--- src/rtl/vps_pkg.sv ---
// Package: shared constants and types of the slave front end.
// Assumes a 32-bit style lane layout where byte lane i is bits 8i+7..8i.
package vps_pkg;
    localparam logic [1:0] SZ_BYTE = 2'd0;
    localparam logic [1:0] SZ_WORD = 2'd1;
    localparam logic [1:0] SZ_LONG = 2'd2;
    localparam logic [1:0] SZ_RSVD = 2'd3;

    localparam int CTL_EN   = 0;
    localparam int CTL_D16  = 1;
    localparam int CTL_POST = 2;

    typedef enum logic [1:0] {
        ST_IDLE,
        ST_MEM,
        ST_ACK,
        ST_BERR
    } vps_state_e;
endpackage

--- src/rtl/vps_decode.sv ---
// Module: vps_decode
// Turns size code and low address bits into byte enables and an error flag.
// Assumes NB is a power of two and at least 4 (longword fits a word).
module vps_decode
    import vps_pkg::*;
#(
    parameter int NB = 4
) (
    input  logic [$clog2(NB)-1:0] off,
    input  logic [1:0]            size,
    input  logic                  d16,
    output logic [NB-1:0]         be,
    output logic                  err
);
    localparam int OW = $clog2(NB);

    logic [2*NB-1:0] base;
    logic [2*NB-1:0] wide;
    logic            crosses;
    logic            narrow_bad;
    int              span;

    // Build the unshifted lane mask for the requested size
    always_comb begin
        span = 1 << size;
        for (int i = 0; i < 2*NB; i++) begin
            base[i] = (i < span);
        end
    end

    // Shift into position and flag illegal combinations
    always_comb begin
        wide       = base << off;
        crosses    = |wide[2*NB-1:NB];
        narrow_bad = d16 && ((size == SZ_LONG) || ((size == SZ_WORD) && off[0]));
        be         = wide[NB-1:0];
        err        = (size == SZ_RSVD) || crosses || narrow_bad || (OW < 2 && size == SZ_LONG);
    end
endmodule

--- src/rtl/vps_post_buf.sv ---
// Module: vps_post_buf
// One-entry holding buffer for a posted write; filled on load, emptied on done.
// Assumes load is only raised while the buffer is empty.
module vps_post_buf #(
    parameter int WA = 6,
    parameter int DW = 32
) (
    input  logic            clk,
    input  logic            rst_n,
    input  logic            load,
    input  logic [WA-1:0]   ld_addr,
    input  logic [DW/8-1:0] ld_be,
    input  logic [DW-1:0]   ld_data,
    input  logic            done,
    output logic            valid,
    output logic [WA-1:0]   addr,
    output logic [DW/8-1:0] be,
    output logic [DW-1:0]   data
);
    // Capture the write on load and clear the entry when memory completes it
    always_ff @(posedge clk) begin
        if (!rst_n) begin
            valid <= 1'b0;
            addr  <= '0;
            be    <= '0;
            data  <= '0;
        end else if (load) begin
            valid <= 1'b1;
            addr  <= ld_addr;
            be    <= ld_be;
            data  <= ld_data;
        end else if (done) begin
            valid <= 1'b0;
        end
    end

    AST_LOAD_EMPTY: assert property (@(posedge clk) disable iff (!rst_n) load |-> !valid) else $error("load into full buffer");
    AST_POST_HOLD: assert property (@(posedge clk) disable iff (!rst_n) (valid && !done) |=> (valid && $stable(addr) && $stable(be) && $stable(data))) else $error("posted entry changed");
endmodule

--- src/rtl/vps_mem_port.sv ---
// Module: vps_mem_port
// Steers the local memory request from the posted buffer or the direct path.
// Assumes each source holds its request steady until its done strobe.
module vps_mem_port #(
    parameter int WA = 6,
    parameter int DW = 32
) (
    input  logic            clk,
    input  logic            rst_n,
    input  logic            post_valid,
    input  logic [WA-1:0]   post_addr,
    input  logic [DW/8-1:0] post_be,
    input  logic [DW-1:0]   post_data,
    input  logic            dir_req,
    input  logic            dir_we,
    input  logic [WA-1:0]   dir_addr,
    input  logic [DW/8-1:0] dir_be,
    input  logic [DW-1:0]   dir_data,
    output logic            post_done,
    output logic            dir_done,
    output logic            mem_req,
    output logic            mem_we,
    output logic [WA-1:0]   mem_addr,
    output logic [DW/8-1:0] mem_be,
    output logic [DW-1:0]   mem_wdata,
    input  logic            mem_ack
);
    // Posted buffer has priority; direct path only runs when it is empty
    always_comb begin
        mem_req   = post_valid || dir_req;
        mem_we    = post_valid ? 1'b1      : dir_we;
        mem_addr  = post_valid ? post_addr : dir_addr;
        mem_be    = post_valid ? post_be   : dir_be;
        mem_wdata = post_valid ? post_data : dir_data;
        post_done = post_valid && mem_ack;
        dir_done  = !post_valid && dir_req && mem_ack;
    end

    AST_REQ_HOLD: assert property (@(posedge clk) disable iff (!rst_n) (mem_req && !mem_ack) |=> (mem_req && $stable(mem_addr) && $stable(mem_we) && $stable(mem_be))) else $error("memory request dropped or changed");
endmodule

--- src/rtl/vme_post_slave.sv ---
// Module: vme_post_slave
// Bus slave front end to local memory with optional write posting.
// Assumes the master holds all cycle inputs steady while bus_strb is high,
// and the memory gives one mem_ack cycle per held request.
module vme_post_slave
    import vps_pkg::*;
#(
    parameter int AW = 8,
    parameter int DW = 32
) (
    input  logic            clk,
    input  logic            rst_n,
    input  logic            cfg_we,
    input  logic [2:0]      cfg_din,
    output logic [2:0]      cfg_q,
    input  logic            bus_strb,
    input  logic            bus_write,
    input  logic            bus_am_ok,
    input  logic [AW-1:0]   bus_addr,
    input  logic [1:0]      bus_size,
    input  logic [DW-1:0]   bus_wdata,
    output logic [DW-1:0]   bus_rdata,
    output logic            bus_dtack,
    output logic            bus_berr,
    output logic            mem_req,
    output logic            mem_we,
    output logic [AW-3:0]   mem_addr,
    output logic [DW/8-1:0] mem_be,
    output logic [DW-1:0]   mem_wdata,
    input  logic            mem_ack,
    input  logic [DW-1:0]   mem_rdata
);
    localparam int NB = DW / 8;
    localparam int OW = $clog2(NB);
    localparam int WA = AW - OW;

    vps_state_e    state;
    logic [2:0]    ctl_q;
    logic          go;
    logic [NB-1:0] dec_be;
    logic          dec_err;
    logic          post_load;
    logic          post_valid;
    logic          post_done;
    logic          dir_done;
    logic [WA-1:0] post_addr;
    logic [NB-1:0] post_be;
    logic [DW-1:0] post_data;
    logic          cyc_we;
    logic [WA-1:0] cyc_wa;
    logic [NB-1:0] cyc_be;
    logic [DW-1:0] cyc_wd;
    logic [DW-1:0] rd_q;
    logic [DW-1:0] rd_masked;

    // Control register: enable, 16-bit only, posting
    always_ff @(posedge clk) begin
        if (!rst_n)      ctl_q <= '0;
        else if (cfg_we) ctl_q <= cfg_din;
    end

    assign cfg_q = ctl_q;

    vps_decode #(.NB(NB)) u_dec (
        .off  (bus_addr[OW-1:0]),
        .size (bus_size),
        .d16  (ctl_q[CTL_D16]),
        .be   (dec_be),
        .err  (dec_err)
    );

    // A cycle is taken only when selected and no posted write is outstanding
    always_comb begin
        go        = bus_strb && ctl_q[CTL_EN] && bus_am_ok && !post_valid;
        post_load = (state == ST_IDLE) && go && !dec_err && bus_write && ctl_q[CTL_POST];
    end

    vps_post_buf #(.WA(WA), .DW(DW)) u_post (
        .clk     (clk),
        .rst_n   (rst_n),
        .load    (post_load),
        .ld_addr (bus_addr[AW-1:OW]),
        .ld_be   (dec_be),
        .ld_data (bus_wdata),
        .done    (post_done),
        .valid   (post_valid),
        .addr    (post_addr),
        .be      (post_be),
        .data    (post_data)
    );

    vps_mem_port #(.WA(WA), .DW(DW)) u_mem (
        .clk        (clk),
        .rst_n      (rst_n),
        .post_valid (post_valid),
        .post_addr  (post_addr),
        .post_be    (post_be),
        .post_data  (post_data),
        .dir_req    (state == ST_MEM),
        .dir_we     (cyc_we),
        .dir_addr   (cyc_wa),
        .dir_be     (cyc_be),
        .dir_data   (cyc_wd),
        .post_done  (post_done),
        .dir_done   (dir_done),
        .mem_req    (mem_req),
        .mem_we     (mem_we),
        .mem_addr   (mem_addr),
        .mem_be     (mem_be),
        .mem_wdata  (mem_wdata),
        .mem_ack    (mem_ack)
    );

    // Zero the lanes a read did not select
    for (genvar g = 0; g < NB; g++) begin : g_lane
        assign rd_masked[8*g +: 8] = cyc_be[g] ? mem_rdata[8*g +: 8] : 8'h00;
    end

    // Cycle sequencer: accept, run memory if needed, answer, wait for strobe release
    always_ff @(posedge clk) begin
        if (!rst_n) begin
            state  <= ST_IDLE;
            cyc_we <= 1'b0;
            cyc_wa <= '0;
            cyc_be <= '0;
            cyc_wd <= '0;
            rd_q   <= '0;
        end else begin
            unique case (state)
                ST_IDLE: begin
                    if (go) begin
                        cyc_we <= bus_write;
                        cyc_wa <= bus_addr[AW-1:OW];
                        cyc_be <= dec_be;
                        cyc_wd <= bus_wdata;
                        if (dec_err)                            state <= ST_BERR;
                        else if (bus_write && ctl_q[CTL_POST]) state <= ST_ACK;
                        else                                    state <= ST_MEM;
                    end
                end
                ST_MEM: begin
                    if (dir_done) begin
                        if (!cyc_we) rd_q <= rd_masked;
                        state <= ST_ACK;
                    end
                end
                ST_ACK, ST_BERR: begin
                    if (!bus_strb) state <= ST_IDLE;
                end
                default: state <= ST_IDLE;
            endcase
        end
    end

    assign bus_dtack = (state == ST_ACK);
    assign bus_berr  = (state == ST_BERR);
    assign bus_rdata = rd_q;

    AST_ONE_RESP: assert property (@(posedge clk) disable iff (!rst_n) !(bus_dtack && bus_berr)) else $error("both answers");
    AST_RESP_HELD: assert property (@(posedge clk) disable iff (!rst_n) ((bus_dtack || bus_berr) && bus_strb) |=> (bus_dtack || bus_berr)) else $error("answer dropped early");
    AST_NOT_SELECTED: assert property (@(posedge clk) disable iff (!rst_n) (state == ST_IDLE && !(ctl_q[CTL_EN] && bus_am_ok)) |=> (state == ST_IDLE)) else $error("responded while unselected");
    AST_BERR_NO_MEM: assert property (@(posedge clk) disable iff (!rst_n) bus_berr |-> !mem_req) else $error("memory touched on bus error");
    AST_HOLDOFF: assert property (@(posedge clk) disable iff (!rst_n) post_valid |-> (state != ST_MEM)) else $error("direct access while posted write pending");
    AST_D16_LONG: assert property (@(posedge clk) disable iff (!rst_n) (state == ST_IDLE && go && ctl_q[CTL_D16] && bus_size == SZ_LONG) |=> bus_berr) else $error("longword accepted in 16-bit mode");
endmodule

--- config.mk ---
export PLATFORM = sky130hd
export DESIGN_NAME = vme_post_slave
export DESIGN_NICKNAME = d
export VERILOG_FILES = /design/src/rtl/vps_pkg.sv /design/src/rtl/vps_decode.sv /design/src/rtl/vps_post_buf.sv /design/src/rtl/vps_mem_port.sv /design/src/rtl/vme_post_slave.sv
export SDC_FILE = /design/constraint.sdc
export NUM_CORES = 1
export LEC_CHECK = 0
export ABC_AREA = 1
export BUFFER_PORTS_ARGS = -buffer_cell sky130_fd_sc_hd__buf_2
export CAP_MARGIN = 20
export CORE_MARGIN = 4
export CORE_UTILIZATION = 50
export CTS_BUF_LIST = sky130_fd_sc_hd__clkbuf_4
export CTS_CLUSTER_SIZE = 24
export DETAILED_ROUTE_END_ITERATION = 7
export GPL_ROUTABILITY_DRIVEN = 0
export MAX_ROUTING_LAYER = met4
export PLACE_DENSITY = 0.78
export SYNTH_ARGS = -nofsm -noshare
export SYNTH_HDL_FRONTEND = slang
export SYNTH_SLANG_ARGS = --single-unit
--- constraint.sdc ---
create_clock -name clk -period 3.3 [get_ports clk]
set_input_delay 0.99 -clock clk [delete_from_list [all_inputs] [get_ports clk]]
set_output_delay 0.99 -clock clk [all_outputs]
set_load 0.005 [all_outputs]
; After elaboration in Yosys (flattened, before gate mapping)
; Index checks and enable logic that the tools add are counted.
[op_classes]
eq_ne = 9
bitwise_logic = 1
shifts = 2
add_sub_neg = 0
div = 0
multipliers = 0
order_cmp = 8
n_reduce_logical = 26
n_mux = 16
[ops]
columns = cell, n
row1 = 4-bit by 32-bit < comparator with 1-bit output (first input constant), 4
row2 = 3-bit by 32-bit < comparator with 1-bit output (first input constant), 2
row3 = 1-bit by 32-bit < comparator with 1-bit output (first input constant), 1
row4 = 2-bit by 32-bit < comparator with 1-bit output (first input constant), 1
row5 = 32-bit 2-to-1 mux, 1
row6 = 8-bit 2-to-1 mux, 4
row7 = 1-bit by 2-bit left shift with 32-bit output (first input constant), 1
row8 = 1-bit logical AND, 13
row9 = 2-bit 2-to-1 mux, 5
row10 = 2-bit == test (second input constant), 4
row11 = 8-bit by 2-bit left shift with 8-bit output, 1
row12 = 6-bit 2-to-1 mux, 1
row13 = 2-bit inequality test (second input constant), 3
row14 = 2-bit case mux with 3 select lines, 1
row15 = 3-bit AND reduction, 2
row16 = 2-bit by 1-bit == test with 1-bit output (second input constant), 2
row17 = 1-bit logical OR, 4
row18 = 4-bit 2-to-1 mux, 1
row19 = 4-bit OR reduction, 1
row20 = 1-bit 2-to-1 mux, 3
row21 = 1-bit zero test, 2
row22 = 2-bit zero test, 1
row23 = 2-bit AND reduction, 1
row24 = 2-bit nonzero test, 1
row25 = 2 further kinds, 2
[totals]
mem_bits_ro = 0
in_bits = 84
latch_bits = 0
output_inout_bits = 81
word_cells = 73
ramBits = 0
ff_bits = 123
memories = 0

; Depth between registers and ports, before layout
[logic_depth]
ltp_word = 11
mapped_depth = 9
mapped_depth_nobuf = 8

; By module
; From an unflattened synthesis, not the netlist that was laid out.
[unflattened]
hier_cells = 745
area_unflattened_um2 = 5285.1
[modules_own_cells]
columns = module, seq_area_each_um2, cells_per_inst, n_inst, area_each_um2
row1 = vme_post_slave, 1601.5, 404, 1, 3134.3
row2 = vps_post_buf, 860.8, 186, 1, 1498.9
row3 = vps_mem_port, 0.0, 142, 1, 595.6
row4 = vps_decode, 0.0, 13, 1, 56.3

; Least setup slack after synthesis
; No wires, ideal clock.
[synth_path]
kind = register to output
startpoint = register u_post.valid
endpoint = output port mem_addr[0]
path_stages_with_launch = 5
t_arrival_ns = 1.031
path_buffers = 2
required_time_ns = 2.310
setup_slack_ns = 1.279
cell_sequence = dfxtp_1 -> clkbuf_1 -> clkbuf_1 -> nand2_1 -> o21ai_0
[synth_between]
elab_chain_len = 1
[synth_lines]
columns = item, line
row1 = start: declaration, vps_post_buf.sv:15  ; output logic valid,
row2 = start signal: assignment, vps_post_buf.sv:23  ; valid <= 1'b0;
row3 = start signal: assignment, vps_post_buf.sv:28  ; valid <= 1'b1;
row4 = start signal: assignment, vps_post_buf.sv:33  ; valid <= 1'b0;
row5 = 6-bit 2-to-1 mux, vps_mem_port.sv:32  ; mem_addr = post_valid ? post_addr : dir_addr;
row6 = end: declaration, vme_post_slave.sv:27  ; output logic [AW-3:0] mem_addr,
; Every way passes these cells.

; Worst setup path after layout
[layout_path]
startpoint = register u_post.valid
endpoint = output port mem_addr[2]
; Same word-level chain as after synthesis.

==> flow_summary.ini <==
[power_and_ir_drop]
cellPowerDensity_nw_per_um2 = 446.1
finalPower_w = 0.002817
combPwrFrac_pct = 8.4
peakVddDrop_v = 0.0003646
p_clk_share_pct = 37.4
leakage_nw = 2.942
switching_share_pct = 24.04
seqPwrFrac_pct = 54.2
power.internal_w = 0.002140
p_sw_w = 0.0006774

[clock_tree]
clockBufferDepth = 2
cts_resized = 0
cts_sinks = 123
numCtsBuffers = 17
cts_tree = yes
clk_latency_ns = 0.51
root_buffer = clkbuf_4
htree_levels = 4
cts.clk_slew.worst_paths_ns = 0.10
cts_setup_buffers = 0
cts_hold_buf = 0

[cells_and_area]
final_util_pct = 61.44
area_growth_pct = 20.31
nFillCells = 999
instances_no_fill = 1042
fin_nets = 978
antennaDiodeCount = 0
drive_gt1_share_pct = 23.29
design_area_um2 = 6315

[grt]
grt-ovfl-total = 0
grt_util_met1_pct = 27.13
grt.total_usage_pct = 21.61
met2_usage_pct = 34.02
antenna_found_initial = 0
busiest_layer = met2
use_met3_pct = 5.315
grt_pass1_vias = 4492
grt_max_degree = 66
grt_first_pass_wirelength_um = 21370

[timing]
slew_headroom_pct = 57.15
layout_min_cycle_time_ns = 2.862
hold_viol = 0
tightest_slew_ns = 0.6418
fmax_mhz = 349.4
timing.final.max_slew_violations = 0
clock_skew_ns = 0.01539
setup_viol = 0
finalCritPeriodShare_pct = 86.73
tns_ns = 0
grt_setup_unrepaired = false

[worst_setup_path]
start_kind = register
crit_fanout = 57
critPathArrivalTime_ns = 1.87
required_ns = 2.31
r2r_slack_ns = 1.23
worst_setup_path_end_kind = primary output
critical_path_class = reg2out

[place]
numPortBuffers = 164
place_inst = 1011
dp_hpwl_um = 8670
placed_area_um2 = 6037

[drt]
dr_total_vias = 5016
routedWlPerCell_um = 12.44
ant_nets = 0
drt_pass1_iterations = 5
routed_wl_um = 12970
drt_iter0_markers = 335
drcViolationCount = 0
viasPerCell = 4.814

[synth]
syn_area_um2 = 5249
synth.distinct_cells = 23
netlist_instances = 756
yosysWarnings = 0
syn-mean-instance-area_um2 = 6.943
syn-num-nets = 840
ys_seq_elements = 123
synth.yosys.seq_area_share_pct = 46.91

[die]
top_level_ports = 165
die_w_um = 110.5
die_h_um = 110.5
fp.coreArea_um2 = 10280
start_util_pct = 51.07
die_area_um2 = 12200
row_count = 37

[status]
outcome = finished, final reports clean

[flow_run]
cap_violations = 0

[hold_path]
hold_class = reg2reg
path summary, 6_finish.rpt:
check | from | to | cells after the start
worst min register to register | cyc_wd[0]$_SDFFE_PN0P_ | cyc_wd[0]$_SDFFE_PN0P_ | 2
worst max-delay path | u_post.valid$_SDFFE_PN0P_ | mem_addr[2] | 4
worst min-delay path | cyc_wd[0]$_SDFFE_PN0P_ | cyc_wd[0]$_SDFFE_PN0P_ | 2
worst max register to register | u_post.valid$_SDFFE_PN0P_ | cyc_wd[7]$_SDFFE_PN0P_ | 6
synthesized netlist by cell type, drive strengths merged:
master  instances  share of area (%)
a21oi          77                7.3
dfxtp         123                 47
nand3          38                3.7
nor2          104                7.7
clkinv          1              0.071
nand4          11                1.3
buf            27                3.8
nor3            1              0.095
inv            92                6.6
a21boi          1               0.14
o21ai          90                8.6
nand2         166                 12
clkbuf         25                1.8
logic make-up (layout without fill, tap and decap cells):
kind of cell | after synthesis | after routing | synth area share, %
buffers and inverters | 145 | 295 | 12.25
AO/OA/AOI/OAI | 168 | 168 | 16.07
AND/OR/NAND/NOR | 320 | 320 | 24.77
flip-flops | 123 | 123 | 46.91
state kept, by name, summed over array words and instances (netlist names):
| register | cells |
|---|---|
| state | 2 |
| u_post.be | 4 |
| cyc_wd | 32 |
| bus_rdata | 32 |
| cyc_we | 1 |
| cfg_q | 3 |
| cyc_be | 4 |
| u_post.data | 32 |
| u_post.addr | 6 |
| cyc_wa | 6 |
| u_post.valid | 1 |
metal layers:
metal,vias to the layer above,wire length (um)
met5,-,0
met4,0,320
met3,25,752
met2,158,6169
met1,2176,5722
li1,2657,-
worst max-delay path, stage by stage (launching register included):
cell and delay (ns):
dfxtp_2 0.66, buf_12 0.30, nand2_1 0.07, o21ai_0 0.15, buf_2 0.18
placed cells by master, fill, tap and decap left out, drive strengths merged:
cell type,instances
nor3,1
a21oi,77
nor2,104
dfxtp,123
clkbuf,20
nand3,38
o21ai,90
buf,171
a21boi,1
clkinvlp,1
nand2,166
bufinv,3
nand4,11
clkinv,8
inv,92
power groups by stage:
stage	Sequential [W]	Combinational, W	Clock (W)
floorplan	0.00155	0.000144	0
global placement	0.00156	0.000235	0
detailed placement	0.00156	0.000236	0
CTS	0.00153	0.000238	0.00107
global route	0.00153	0.000269	0.00114
finish	0.00153	0.000236	0.00105
cell type report:
class	instances	area, um^2	area share, %
Inverter	93	349.1	5.528
Multi-Input combinational cell	488	2143	33.94
Timing Repair Buffer	171	910.9	14.42
Sequential cell	123	2464	39.01
Clock buffer	20	150.1	2.378
Clock inverter	11	127.6	2.021
Tap cell	136	170.2	2.695
per-stage QoR:
stage	setup WS, ns	hold WS, ns
6_report	0.4380	0.4449
5_1_grt	0.2512	0.4641
4_1_cts	0.4158	0.4483
3_5_place_dp	0.7782	0.4333
3_3_place_gp	0.8189	0.4289
2_1_floorplan	1.279	0.4215
No activity file was read; power rests on OpenSTA's default activity.
